[src/rtl/bcl_pkg.sv]
package bcl_pkg;

    localparam logic [9:0] BCL_OPCODE = 10'b1000010101;
    localparam logic [4:0] BCL_SP_IDX = 5'd31;

    typedef enum logic [1:0] {
        ST_IDLE = 2'd0,
        ST_REQ  = 2'd1,
        ST_RSP  = 2'd2
    } bcl_state_e;

    typedef struct packed {
        logic       ok;
        logic       wide;
        logic [5:0] imm;
        logic [2:0] pg;
        logic [4:0] rn;
        logic [4:0] zt;
    } bcl_dec_t;

endpackage

[src/rtl/bcl_decode.sv]
module bcl_decode
    import bcl_pkg::*;
(
    input  logic [31:0] insn,
    output bcl_dec_t    dec
);

    always_comb begin
        dec.ok   = (insn[31:22] == BCL_OPCODE) && (insn[15:14] == 2'b11);
        dec.wide = insn[13];
        dec.imm  = insn[21:16];
        dec.pg   = insn[12:10];
        dec.rn   = insn[9:5];
        dec.zt   = insn[4:0];
    end

endmodule

[src/rtl/bcl_lanes.sv]
module bcl_lanes #(
    parameter int VL = 256
) (
    input  logic [VL/8-1:0] pred,
    input  logic            wide,
    input  logic [31:0]     word,
    output logic [VL-1:0]   data,
    output logic            any_act
);

    localparam int LANES = VL / 32;

    logic [LANES-1:0] act;

    // Lane i covers bytes 4i..4i+3; an even lane also starts a 64-bit element.
    for (genvar i = 0; i < LANES; i++) begin : g_lane
        if (i % 2 == 0) begin : g_even
            assign act[i] = pred[i*4];
        end else begin : g_odd
            assign act[i] = pred[i*4] & ~wide;
        end
        assign data[i*32 +: 32] = act[i] ? word : 32'd0;
    end

    assign any_act = |act;

endmodule

[src/rtl/bcl_unit.sv]
module bcl_unit
    import bcl_pkg::*;
#(
    parameter int VL = 256
) (
    input  logic            clk,
    input  logic            rst_n,
    input  logic            in_valid,
    output logic            in_ready,
    input  logic [31:0]     in_insn,
    input  logic [63:0]     in_gpr,
    input  logic [63:0]     in_sp,
    input  logic [VL/8-1:0] in_pred,
    output logic            mem_req_valid,
    input  logic            mem_req_ready,
    output logic [63:0]     mem_req_addr,
    input  logic            mem_rsp_valid,
    input  logic [31:0]     mem_rsp_data,
    output logic            wr_en,
    output logic [4:0]      wr_idx,
    output logic [VL-1:0]   wr_data,
    output logic            undef_o,
    output logic            sp_misalign_o
);

    localparam int PL = VL / 8;

    typedef struct packed {
        bcl_state_e      st;
        logic [63:0]     addr;
        logic            wide;
        logic [PL-1:0]   pred;
        logic [4:0]      zt;
        logic            wr_en;
        logic [VL-1:0]   wr_data;
        logic            undef;
        logic            misalign;
    } bcl_regs_t;

    bcl_regs_t r_q, r_d;
    bcl_dec_t  dec;

    logic [PL-1:0] lane_pred;
    logic          lane_wide;
    logic [VL-1:0] lane_data;
    logic          lane_any;
    logic [63:0]   base;
    logic          use_sp;

    bcl_decode u_dec (
        .insn (in_insn),
        .dec  (dec)
    );

    assign lane_pred = (r_q.st == ST_IDLE) ? in_pred   : r_q.pred;
    assign lane_wide = (r_q.st == ST_IDLE) ? dec.wide  : r_q.wide;

    bcl_lanes #(.VL(VL)) u_lanes (
        .pred    (lane_pred),
        .wide    (lane_wide),
        .word    (mem_rsp_data),
        .data    (lane_data),
        .any_act (lane_any)
    );

    assign use_sp = (dec.rn == BCL_SP_IDX);
    assign base   = use_sp ? in_sp : in_gpr;

    always_comb begin
        r_d          = r_q;
        r_d.wr_en    = 1'b0;
        r_d.undef    = 1'b0;
        r_d.misalign = 1'b0;
        unique case (r_q.st)
            ST_IDLE: begin
                if (in_valid) begin
                    if (!dec.ok) begin
                        r_d.undef = 1'b1;
                    end else if (use_sp && (in_sp[3:0] != 4'd0)) begin
                        r_d.misalign = 1'b1;
                    end else if (!lane_any) begin
                        r_d.wr_en   = 1'b1;
                        r_d.wr_data = '0;
                        r_d.zt      = dec.zt;
                    end else begin
                        r_d.st   = ST_REQ;
                        r_d.addr = base + {56'd0, dec.imm, 2'b00};
                        r_d.wide = dec.wide;
                        r_d.pred = in_pred;
                        r_d.zt   = dec.zt;
                    end
                end
            end
            ST_REQ: begin
                if (mem_req_ready) r_d.st = ST_RSP;
            end
            ST_RSP: begin
                if (mem_rsp_valid) begin
                    r_d.st      = ST_IDLE;
                    r_d.wr_en   = 1'b1;
                    r_d.wr_data = lane_data;
                end
            end
            default: r_d.st = ST_IDLE;
        endcase
    end

    always_ff @(posedge clk or negedge rst_n) begin
        if (!rst_n) begin
            r_q <= '{st: ST_IDLE, default: '0};
        end else begin
            r_q <= r_d;
        end
    end

    assign in_ready      = (r_q.st == ST_IDLE);
    assign mem_req_valid = (r_q.st == ST_REQ);
    assign mem_req_addr  = r_q.addr;
    assign wr_en         = r_q.wr_en;
    assign wr_idx        = r_q.zt;
    assign wr_data       = r_q.wr_data;
    assign undef_o       = r_q.undef;
    assign sp_misalign_o = r_q.misalign;

    AST_REQ_HELD: assert property (@(posedge clk) disable iff (!rst_n)
        mem_req_valid && !mem_req_ready |=> mem_req_valid && $stable(mem_req_addr));

    AST_UNDEF_QUIET: assert property (@(posedge clk) disable iff (!rst_n)
        undef_o |-> !wr_en && !mem_req_valid);

    AST_MISALIGN_QUIET: assert property (@(posedge clk) disable iff (!rst_n)
        sp_misalign_o |-> !wr_en && !mem_req_valid);

    AST_WRITE_AFTER_RSP: assert property (@(posedge clk) disable iff (!rst_n)
        wr_en && $past(r_q.st == ST_RSP) |-> $past(mem_rsp_valid));

    AST_ONE_OUTCOME: assert property (@(posedge clk) disable iff (!rst_n)
        $onehot0({wr_en, undef_o, sp_misalign_o}));

    AST_BUSY_NOT_READY: assert property (@(posedge clk) disable iff (!rst_n)
        mem_req_valid |-> !in_ready);

endmodule

[config.mk]
export PLATFORM = sky130hd
export DESIGN_NAME = bcl_unit
export DESIGN_NICKNAME = d
export VERILOG_FILES = /design/src/rtl/bcl_pkg.sv /design/src/rtl/bcl_decode.sv /design/src/rtl/bcl_lanes.sv /design/src/rtl/bcl_unit.sv
export SDC_FILE = /design/constraint.sdc
export NUM_CORES = 1
export LEC_CHECK = 0
export BUFFER_PORTS_ARGS = -buffer_cell sky130_fd_sc_hd__buf_2
export CAP_MARGIN = 10
export CELL_PAD_IN_SITES_DETAIL_PLACEMENT = 0
export CELL_PAD_IN_SITES_GLOBAL_PLACEMENT = 2
export CORE_MARGIN = 1
export CORE_UTILIZATION = 25
export CTS_CLUSTER_DIAMETER = 150
export DETAILED_ROUTE_END_ITERATION = 8
export MAX_ROUTING_LAYER = met4
export PLACE_DENSITY_LB_ADDON = 0.1
export REMOVE_ABC_BUFFERS = 1
export SLEW_MARGIN = 10
export SYNTH_ARGS = -nofsm -noshare
export SYNTH_HDL_FRONTEND = slang
export SYNTH_SLANG_ARGS = --single-unit
[constraint.sdc]
create_clock -name clk -period 6.2 [get_ports clk]
set_input_delay 0.31 -clock clk [delete_from_list [all_inputs] [get_ports clk]]
set_output_delay 0.31 -clock clk [all_outputs]
set_load 0.01 [all_outputs]
Word-level counts from Yosys, hierarchy flattened
Index checks and enable logic that the tools add are counted.
{"block": "classes", "n_eq_ne": 12, "muxes": 25, "n_reduce_logical": 10, "n_bitwise": 6, "add_sub_neg": 1}
{"operator": "$mux 361", "n": 2}
{"operator": "$mux 257", "n": 2}
{"operator": "$pmux 257 s2", "n": 1}
{"operator": "$mux 363", "n": 1}
{"operator": "$mux 32", "n": 8}
{"operator": "$mux 99", "n": 1}
{"operator": "$add 64x8->64", "n": 1}
{"operator": "$mux 64", "n": 1}
{"operator": "$mux 29", "n": 1}
{"operator": "$reduce_and 6->1", "n": 2}
{"operator": "$eq 10x10->1 const B", "n": 1}
{"operator": "$ne 2x2->1 const B", "n": 4}
{"operator": "$reduce_or 8->1", "n": 1}
{"operator": "$mux 2", "n": 3}
{"operator": "$ne 2x1->1 const B", "n": 3}
{"operator": "$pmux 2 s3", "n": 1}
{"operator": "$eq 5x5->1 const B", "n": 1}
{"operator": "$reduce_and 5->1", "n": 1}
{"operator": "$and 1x1->1", "n": 4}
{"operator": "$eq 2x2->1 const B", "n": 2}
{"operator": "$mux 1", "n": 4}
{"operator": "$reduce_and 4->1", "n": 1}
{"operator": "$reduce_bool 4->1", "n": 1}
{"operator": "$eq 2x1->1 const B", "n": 1}
{"operator": "4 further kinds", "n": 6}
{"block": "word_totals", "in_bits": 229, "reg_bits": 363, "out_inout_bits": 330, "word_cells": 63}

Logic depth before layout (Yosys ltp)
{"block": "depth", "ltp_word": 10, "depth_mapped": 20, "mapped_depth_nobuf": 13}

Cells and area by module
From an unflattened synthesis, not the netlist that was laid out.
{"block": "hier_totals", "cells_unflattened": 2200, "hier_area_um2": 21385.5}
{"mod": "bcl_unit", "area_each_um2": 19451.2, "seq_area_each_um2": 9083.7, "cells_per_inst": 1889, "n_inst": 1}
{"mod": "bcl_lanes", "area_each_um2": 1744.2, "seq_area_each_um2": 0.0, "cells_per_inst": 287, "n_inst": 1}
{"mod": "bcl_decode", "area_each_um2": 190.2, "seq_area_each_um2": 0.0, "cells_per_inst": 24, "n_inst": 1}

Least setup slack after synthesis
No wires, ideal clock.
{"block": "synth_timing", "path_type": "input to register", "from": "in in_insn[7]", "to": "reg r_q, in the netlist mem_req_addr[54]", "setup_time_ns": 0.095, "required_ns": 6.105, "setup_slack_ns": 2.341, "arrival_ns": 3.764, "cell_stages": 20, "path_buffers": 7, "path_cell_list": "and3_1 > buf_6 > nand2_4 > buf_4 > buf_4 > buf_2 > buf_2 > buf_2 > nand2_1 > nand2_1 > ha_1 > fa_1 > a211oi_1 > nor2_1 > o31ai_1 > clkbuf_1 > nor4_4 > nand4_4 > o31a_1 > o31ai_1"}
{"block": "synth_between", "elab_chain_len": 4, "word_cells_on_any_way": 6, "cone_classes": "add/sub (1); eq/ne (1); mux (1); bitwise (1); reduce/logical (2)"}
{"element": "from (decl)", "line_no": "bcl_unit.sv:10", "source": "input logic [31:0] in_insn,"}
{"element": "$eq 5x5->1 (*)", "line_no": "bcl_unit.sv:66", "source": "assign use_sp = (dec.rn == BCL_SP_IDX);"}
{"element": "parallel branches: the longest is 3 deep, another holds $add 64x8->64"}
{"element": "to (signal assigned)", "line_no": "bcl_unit.sv:112", "source": "r_q <= r_d;"}
{"element": "to (decl)", "line_no": "bcl_unit.sv:40", "source": "bcl_regs_t r_q, r_d;"}
Every way passes the cells marked *.
A chain may end at the register's enable or synchronous reset.

Worst setup path after layout
{"block": "layout_timing", "from": "reg r_q[362] in the netlist's numbering", "to": "reg r_q, in the netlist mem_req_addr[3]"}
{"block": "layout_between", "elab_chain_len": 6, "word_cells_on_any_way": 10, "cone_classes": "mux (2); bitwise (5); reduce/logical (3)"}
{"element": "$logic_not 2->1 (*)", "line_no": "bcl_unit.sv:55, bcl_unit.sv:56, bcl_unit.sv:74"}
{"element": "$mux 1", "line_no": "bcl_unit.sv:56", "source": "assign lane_wide = (r_q.st == ST_IDLE) ? dec.wide : r_q.wide;"}
{"element": "$not 1->1", "line_no": "bcl_lanes.sv:20", "source": "assign act[i] = pred[i*4] & ~wide;"}
{"element": "$and 1x1->1", "line_no": "bcl_lanes.sv:20"}
{"element": "$reduce_or 8->1", "line_no": "bcl_lanes.sv:25", "source": "assign any_act = |act;"}
{"element": "$reduce_and 5->1 (no line) (*)"}
Mark *: on every way between the ends. The rest lies on a longest branch, timed or not.

==> results by group <==
Status
  – Outcome: finished, final reports clean

Power
  – Int Pwr: 4292 uW
  – Flop pwr share: 0.408
  – Combinational share of power: 0.104
  – Max rail drop VDD: about 0.16 mV
  – Pwr/cell area: between 200 and 300 nW/um^2
  – Leak pwr: roughly 0.011 uW
  – Sw frac: 0.2598
  – Switching power: roughly 1500 uW
  – Clock power frac: 0.488

Floorplanning
  – Boundary pin count: 559
  – Die footprint: just over 70000 um^2
  – Row cnt: just under 100
  – Initial Util: 0.2537
  – Die W: ~270 um
  – Chip height: about 270 um
  – CORE AREA: ~70000 um^2

STA
  – Fmax: 0.2592 GHz
  – Hold_ws: about 36 ps
  – Max_slew headroom: 0.3407
  – Final-report hold violation count: 0
  – Fin Clk Skew: 10.59 ps
  – Final Setup Violations: 0
  – Min Tclk post-route: 3858 ps
  – Worst setup margin: about 2300 ps
  – Tcrit/Tclk final: 0.6223
  – Max Slew Vio Count: 0
  – RSZ-0062 raised after global routing: no
  – Slew @ Worst Pin: between 900 and 1000 ps

Yosys
  – Flip-flop and latch count after synthesis: around 340
  – Synthesized area per cell: slightly above 9 um^2
  – Netlist Area Pre-Place: 17860 um^2
  – Count of warnings emitted by yosys: 0
  – Synth area leaders: dfrtp_1 47%, buf_4 14%, o21ai_0 8.9%, nand2_1 8.2%, mux2i_1 3.3%
  – Register area share after synthesis: 0.4750
  – Post-synth top area cell: dfrtp_1
  – Yosys top cell area share: 0.4750
  – Most common flop cell mapped by yosys: dfrtp_1
  – Post-Syn Instances: around 1.9k
  – Distinct cells, synth: between 60 and 70
  – Number of flops mapped to enable cells by yosys: 0
  – Ys async rst share: 1.000

Placed design
  – Port Buffer Count: about 530
  – Placed Cells: about 3k
  – RePlAce Congestion: 0.7926
  – Dpl hpwl: around 47 mm
  – Post-Place Worst Slack: around 1800 ps

Clock tree
  – CTS Buffer Depth: 3
  – TritonCTS Buffers: 45
  – PostCTS Resize Cnt: 0
  – TritonCTS clock tree: yes
  – CTS sink cnt: approximately 340
  – Clk_lat worst skew: slightly below 600 ps
  – Clock-pin slew on the worst setup and hold paths: 60 ps
  – Root Buffer: clkbuf_16
  – H-tree levels: 2

Global routing
  – Number of antenna violations at the first check in global routing: 12
  – First-pass GRT wire length: 101.3 mm
  – Overall routing resource usage: 0.1901
  – Largest net degree at the start of global routing: between 150 and 200
  – Vias in the first global route: 14.67k
  – Total gr overflow: 0

Critical path
  – Critical path fanouts, max: 57
  – CP top delay family: buffers and inverters
  – CP max-delay cell: buf_4
  – Worst setup EP type: flip-flop
  – Most used cell, CP: buf_4
  – Crit path cell chain: or2_1, inv_2, mux2i_4, buf_4, nand4_1, o21ai_4, buf_4, mux2_2
  – Critical path data arrival time: 4310 ps
  – Setup CP Type: reg2reg
  – Startpoint types: flip-flop
  – WP buf/inv: 3
  – Worst endpoint required time: 6660 ps
  – Worst path max stage delay: 550 ps

Run
  – Max Cap Violations: 0

Route
  – Vias per cell: 4.478
  – Initial DRC count: about 810
  – Routed wire per std cell: approximately 22 um
  – DRC viols: 0
  – Routed WL: 68.05 mm
  – Via count: ~14k
  – Antenna viol nets, final: 0
  – TritonRoute pass-1 iters: 4

Cells and area
  – Most frequent cells in the layout: 530 x buf_2, 388 x nand2_1, 339 x dfrtp_1
  – Area delta synth->final: 17.37%
  – Filler instances: roughly 7.6k
  – Commonest non-fill, non-tap cell in the layout: buf_2
  – Nets: 2362
  – Final Non-Filler Cells: about 3.1k
  – Layout cell share with drive strength beyond 1: 0.3173

Min path
  – Min-delay worst type: in2reg
==> layer usage <==
metal | track usage | vias to the layer above | part of all wire
met1 | 0.2268 | 6843 | 0.43
met2 | 0.3097 | 382 | 0.48
li1 | - | 6635 | -
met3 | 0.06359 | 66 | 0.079
met5 | - | - | 0
met4 | 0.04082 | 0 | 0.017
==> area by class of cell <==
| type | instances | area [um^2] | share of cell area |
|---|---|---|---|
| flip-flops and latches | 339 | 8483 | 0.4047 |
| multi-input cells | 1146 | 6514 | 0.3107 |
| repair buffers | 577 | 3085 | 0.1472 |
| clock buffers | 64 | 1349 | 0.06435 |
| well taps | 940 | 1176 | 0.05611 |
| clock inverters | 16 | 262.8 | 0.01254 |
| inverters | 17 | 63.81 | 0.003044 |
| diodes | 11 | 27.53 | 0.001313 |
==> logic make-up (layout without fill, tap and decap cells) <==
logic type	count (synthesis)	after routing	share of synthesized area
AO/OA/AOI/OAI	400	400	0.1206
XOR/XNOR	60	60	0.02942
adder cells (fa/ha/maj)	7	7	0.005324
buffers and inverters	441	674	0.1677
flip-flops	339	339	0.4750
multiplexers	77	77	0.04470
other	0	11	0
AND/OR/NAND/NOR	602	602	0.1573
==> registers in the layout, summed over array words and instances, names as in the netlist <==
name / flops
wr_data: 256
mem_req_addr: 64
r_q: 11
wr_idx: 5
sp_misalign_o: 1
undef_o: 1
wr_en: 1
==> cells in the mapped netlist (all sizes together) (2+ instances only) <==
cell type and n:
o22ai 2, o21a 2, o311ai 3, a21boi 3, nor4 29, a41oi 3
or2 4, o31a 5, o211ai 2, a21o 3, clkbuf 43, xor2 35
nor3 33, nor4bb 3, mux2 19, inv 17, o31ai 7, a211oi 7
nand2b 2, buf 381, mux2i 58, a31oi 12, nor3b 4, or3 8
dfrtp 339, nor2 40, nor4b 7, or4 2, nand4 29, o21ai 325
a21oi 19, xnor2 25, nand3 26, ha 6, and4 2, nand2 390
and3 21
==> power by group through the flow <==
stage | clock (uW) | combinational, uW | sequential (uW)
3_3_place_gp | 0 | 609 | 2400
4_1_cts | 2950 | 623 | 2360
3_5_place_dp | 0 | 612 | 2400
5_1_grt | 3030 | 673 | 2380
2_1_floorplan | 0 | 176 | 2450
6_report | 2830 | 604 | 2360
==> worst register-to-register path, delay by kind of cell (launching register included) <==
family          cells  cell delay (ps)
flops               1              500
compound gates      1              490
simple gates        2              730
buf+inv             3             1330
mux                 2              700
==> worst paths after layout <==
kind                        startpoint  cells past startpoint               to  slack, ps
setup / recovery              r_q[362]                      8  mem_req_addr[3]       2340
hold / removal               in_gpr[0]                      3  mem_req_addr[0]         40
setup reg to reg              r_q[362]                      8  mem_req_addr[3]       2340
hold reg to reg            wr_data[57]                      2      wr_data[57]        470
max in group asynchronous        rst_n                      3     wr_data[127]       4380
min in group asynchronous        rst_n                      2     wr_data[159]        360
==> per-stage QoR <==
stage,cell area [um^2],total power (uW),TNS (ps),util
finish,20960,5798,0,0.2978
CTS,20930,5934,0,0.2974
floorplan,14930,2628,-1257370,-
detailed placement,19130,3016,0,0.2718
global route,20960,6076,0,0.2978
global placement,19130,3010,0,0.2718
==> what timing repair did <==
action                                  in CTS  in global routing
hold endpoints to repair                   111                  0
hold buffers                                19                  0
buffers inserted                             0                  0
endpoints found under the setup margin       0                  0
(Power assumes the default switching activity.)
